===== config.mk =====
export PLATFORM = sky130hd
export DESIGN_NAME = gdc_dup_path
export DESIGN_NICKNAME = d
export VERILOG_FILES = /design/src/rtl/gdc_pkg.sv /design/src/rtl/gdc_alu.sv /design/src/rtl/gdc_dup_path.sv
export SDC_FILE = /design/constraint.sdc
export NUM_CORES = 1
export LEC_CHECK = 0
export BUFFER_PORTS_ARGS = -buffer_cell sky130_fd_sc_hd__buf_4
export CAP_MARGIN = 20
export CORE_UTILIZATION = 50
export CTS_BUF_LIST = sky130_fd_sc_hd__clkbuf_8
export DETAILED_ROUTE_END_ITERATION = 16
export PLACE_DENSITY = 0.77
export SLEW_MARGIN = 10
export SYNTH_ARGS = -nofsm -noshare
export SYNTH_HDL_FRONTEND = slang
export SYNTH_SLANG_ARGS = --single-unit

===== constraint.sdc =====
create_clock -name clk -period 3.6 [get_ports clk]
set_input_delay 0.36 -clock clk [delete_from_list [all_inputs] [get_ports clk]]
set_output_delay 0.36 -clock clk [all_outputs]
set_load 0.01 [all_outputs]

===== src/rtl/gdc_pkg.sv =====
package gdc_pkg;
  localparam int LFSR_W = 16;

  typedef enum logic [1:0] {
    OP_ADD = 2'd0,
    OP_SUB = 2'd1,
    OP_AND = 2'd2,
    OP_XOR = 2'd3
  } alu_op_e;

  typedef enum logic [1:0] {
    CFG_SEED    = 2'd0,
    CFG_MASK    = 2'd1,
    CFG_PATTERN = 2'd2,
    CFG_CLEAR   = 2'd3
  } cfg_sel_e;

  // one shift of the maximal-length generator x^16+x^14+x^13+x^11+1
  function automatic logic [LFSR_W-1:0] lfsr_step(input logic [LFSR_W-1:0] s);
    logic fb;
    fb = s[15] ^ s[13] ^ s[12] ^ s[10];
    return {s[LFSR_W-2:0], fb};
  endfunction

  // the all-zero state would lock the generator
  function automatic logic [LFSR_W-1:0] seed_fix(input logic [LFSR_W-1:0] s);
    return (s == '0) ? LFSR_W'(1) : s;
  endfunction
endpackage


===== src/rtl/gdc_alu.sv =====
module gdc_alu #(
  parameter int W = 8
) (
  input  logic [W-1:0] a,
  input  logic [W-1:0] b,
  input  logic [1:0]   op,
  output logic [W-1:0] y
);
  import gdc_pkg::*;

  always_comb begin
    unique case (alu_op_e'(op))
      OP_ADD:  y = a + b;
      OP_SUB:  y = a - b;
      OP_AND:  y = a & b;
      default: y = a ^ b;
    endcase
  end
endmodule


===== src/rtl/gdc_dup_path.sv =====
module gdc_dup_path #(
  parameter int W = 8
) (
  input  logic         clk,
  input  logic         rst_n,
  input  logic         enable,
  input  logic [W-1:0] a,
  input  logic [W-1:0] b,
  input  logic [1:0]   op,
  output logic [W-1:0] dup_a,
  output logic [W-1:0] dup_b,
  output logic [1:0]   dup_op,
  output logic [W-1:0] dup_res
);
  logic [W-1:0] a_q, b_q;
  logic [1:0]   op_q;

  // operand holders load only in checked cycles
  always_ff @(posedge clk or negedge rst_n) begin
    if (!rst_n) begin
      a_q  <= '0;
      b_q  <= '0;
      op_q <= '0;
    end else if (enable) begin
      a_q  <= a;
      b_q  <= b;
      op_q <= op;
    end
  end

  assign dup_a  = enable ? a  : a_q;
  assign dup_b  = enable ? b  : b_q;
  assign dup_op = enable ? op : op_q;

  gdc_alu #(.W(W)) u_dup_alu (
    .a  (dup_a),
    .b  (dup_b),
    .op (dup_op),
    .y  (dup_res)
  );
endmodule


==> flow_summary.ini <==
[sta]
final_period_minus_worst_setup_slack_ps = 3380
min_period_over_period = 0.939
fmax_ghz = 0.296
finalSetupViolCount = 0
fin_hold_ws_ps = 390
fin_skew_ps = 0
finalSetupTns_ps = 0
postLayoutSetupSlackWorst_ps = 221
worst_pin_slew_ps = 569
final_max_slew_viol_count = 0
hold_viol = 0
max-slew-margin-rel = 0.620
rsz0062_at_grt = false

[global_routing]
grt_pass1_vias = 1271
track_usage = 0.242
grt_pass1_wl_um = 5950
overflow = 0
antenna_found_initial = 0
grt_max_degree = 19

[setup_path]
start_kind = input pin
cp.arrival_ps = 3020
path_cells = buf_4, mux2_2, inv_1, ha_1, nor2_1, a21oi_1, inv_1, ha_1, nor2b_1, o2111a_1, o31ai_1, nand4_1, and3b_1, buf_4
crit_fanout = 12
slowest_stage = mux2_2
critical_path.top_delay_family = compound AO/OA/AOI/OAI gates
worstSetupPathType = input pin to primary output
critPathMaxStageDelay_ps = 400
cp_num_buf_inv = 4
cp-end-kind = primary output
critPathRequiredTime_ps = 3240

[drt]
antenna_left = 0
drc = 0
wl_per_cell_um = 15.7
wl_um = 3590
firstDrtPassIters = 4
viasPerCell = 5.69
drtIter0Drc = 19
via_count = 1298

[synthesis]
synthDistinctLibCells = 39
synth_edf_count = 0
ys_ff_latch = 18
syn-num-nets = 185
synth_top_area_frac = 0.307
syn_inst = 147
synth_sequential_area_ratio = 0.307
ys_dominant_reg_cell = dfrtp_1
syn-cell-area_um2 = 1470
synthTopCellsByArea = dfrtp_1, ha_1, mux2i_1
avgSynthCellArea_um2 = 9.98
synthArstFlopShare = 1.00
yosysTopAreaCell = dfrtp_1
synth_warnings = 0

[layout]
nets = 237
n_antenna_cell = 0
syn2layout_area_growth_pct = 29.6
drive_above_1_share = 0.320
postLayoutCoreUtil = 0.690

[clock_network]
post-cts-setup-buffers = 0
clockBufferDepth = 2
cts_max_level = 1
clock-sinks = 18
cts_buffers = 3
root_buffer = clkbuf_8
path_clk_slew_ps = 70
cts_tree = yes
clk_latency_ps = 250

[place]
place.gp.congestion = 0.831
io_buffers = 46
dp_slack_ps = 194
dp_hpwl_um = 2780

[power_and_ir_drop]
totalPowerFinal_mw = 0.797
p_seq_frac = 0.290
power_frac_comb = 0.529
p_leak_nw = 0.966
clkPwrFrac = 0.181
swShare = 0.372
vdd_drop_max_mv = 0.286
p_int_mw = 0.501
switching_power_mw = 0.296
powerDensity_nw_per_um2 = 419

[die]
die_w_um = 56.2
die-area_um2 = 3160
start_util = 0.532
fp.dieH_um = 56.2
coreArea_um2 = 2760
fp-row-count = 19
ios = 47

[run]
cap_viol_max_count = 0

[min_path]
worst_hold_path_type = input pin to flop

[status]
status = finished clean
==> through the flow <==
step,instances,cell area (um2)
2_1_floorplan,147,1470
3_3_place_gp,224,1850
3_5_place_dp,224,1850
4_1_cts,228,1900
5_1_grt,228,1900
6_report,228,1900
==> what timing repair did <==
action | in CTS | in global routing
setup endpoints to repair | 0 | 1
hold endpoints to repair | 18 | 0
resized for setup | 0 | 1
hold buffers | 1 | 0
==> cell usage after synthesis, types with 2 or more instances <==
master,number
a211oi_1,2
a21oi_1,2
and2_1,2
dfrtp_1,18
ha_1,16
inv_1,10
mux2_2,9
mux2i_1,18
nand2_1,10
nand2b_1,2
nor2_1,8
nor2b_1,2
nor3_1,6
o2111a_1,2
o21ai_0,8
o31ai_1,2
xnor2_1,5
xor2_1,4
==> sequential cells by signal, summed over array words and instances (netlist names) <==
register,count
b_q,8
a_q,8
op_q,2
==> cell type report <==
type	instances	area, um2
Inverter	11	41.3
Fill cell	218	856
Tap cell	31	38.8
Timing Repair Buffer	49	370
Multi-Input combinational cell	116	960
Sequential cell	18	450
Clock buffer	3	41.3
==> power groups by stage <==
stage / logic, mW / clock network [mW] / registers, mW
after CTS: 0.423 / 0.144 / 0.232
final: 0.422 / 0.144 / 0.232
after global placement: 0.405 / 0 / 0.234
after floorplan: 0.261 / 0 / 0.232
after global routing: 0.465 / 0.154 / 0.233
after detailed placement: 0.417 / 0 / 0.235
==> cell families after synthesis <==
family	Yosys count	synth area share
AND/OR/NAND/NOR	38	0.129
multiplexers	28	0.207
AO/OA/AOI/OAI	24	0.114
flip-flops	18	0.307
adder cells (fa/ha/maj)	17	0.150
buffers and inverters	13	0.0392
XOR/XNOR	9	0.0537
==> cell usage in the layout (no fill, tap or decap), types with 2 or more instances in the layout <==
cell      Yosys  routed
nor3_1        6       6
nand2_1      10      10
nor2b_1       2       2
mux2i_1      18      18
nand2b_1      2       2
and2_1        2       2
dfrtp_1      18      18
o21ai_0       8       8
o31ai_1       2       2
xnor2_1       5       5
clkbuf_8      0       3
buf_4         0      48
a211oi_1      2       2
a21oi_1       2       2
o2111a_1      2       2
ha_1         16      16
inv_1        10      10
mux2_2        9       9
xor2_1        4       4
nor2_1        8       8
==> worst register-to-register path, cell delays in order (launching register included) <==
cell	delay (ps)
dfrtp_1	360
nand2b_1	150
nand2_1	380
==> worst paths after layout <==
check / end / from / depth (start not counted) / slack, ps
max in group asynchronous: a_q[2] / rst_n / 2 / 2890
setup / recovery: dup_res[7] / enable / 14 / 220
min in group asynchronous: op_q[0] / rst_n / 2 / 510
setup reg to reg: op_q[0] / op_q[0] / 2 / 2430
hold reg to reg: a_q[4] / a_q[4] / 1 / 550
hold / removal: b_q[7] / b[7] / 3 / 390
==> layer usage <==
metal / global-route usage / share of wire
met1: 0.326 / 0.46
met5: 0 / 0
met2: 0.406 / 0.50
met4: 0.0732 / 0.012
met3: 0.0302 / 0.035
No activity file was read; power rests on OpenSTA's default activity.
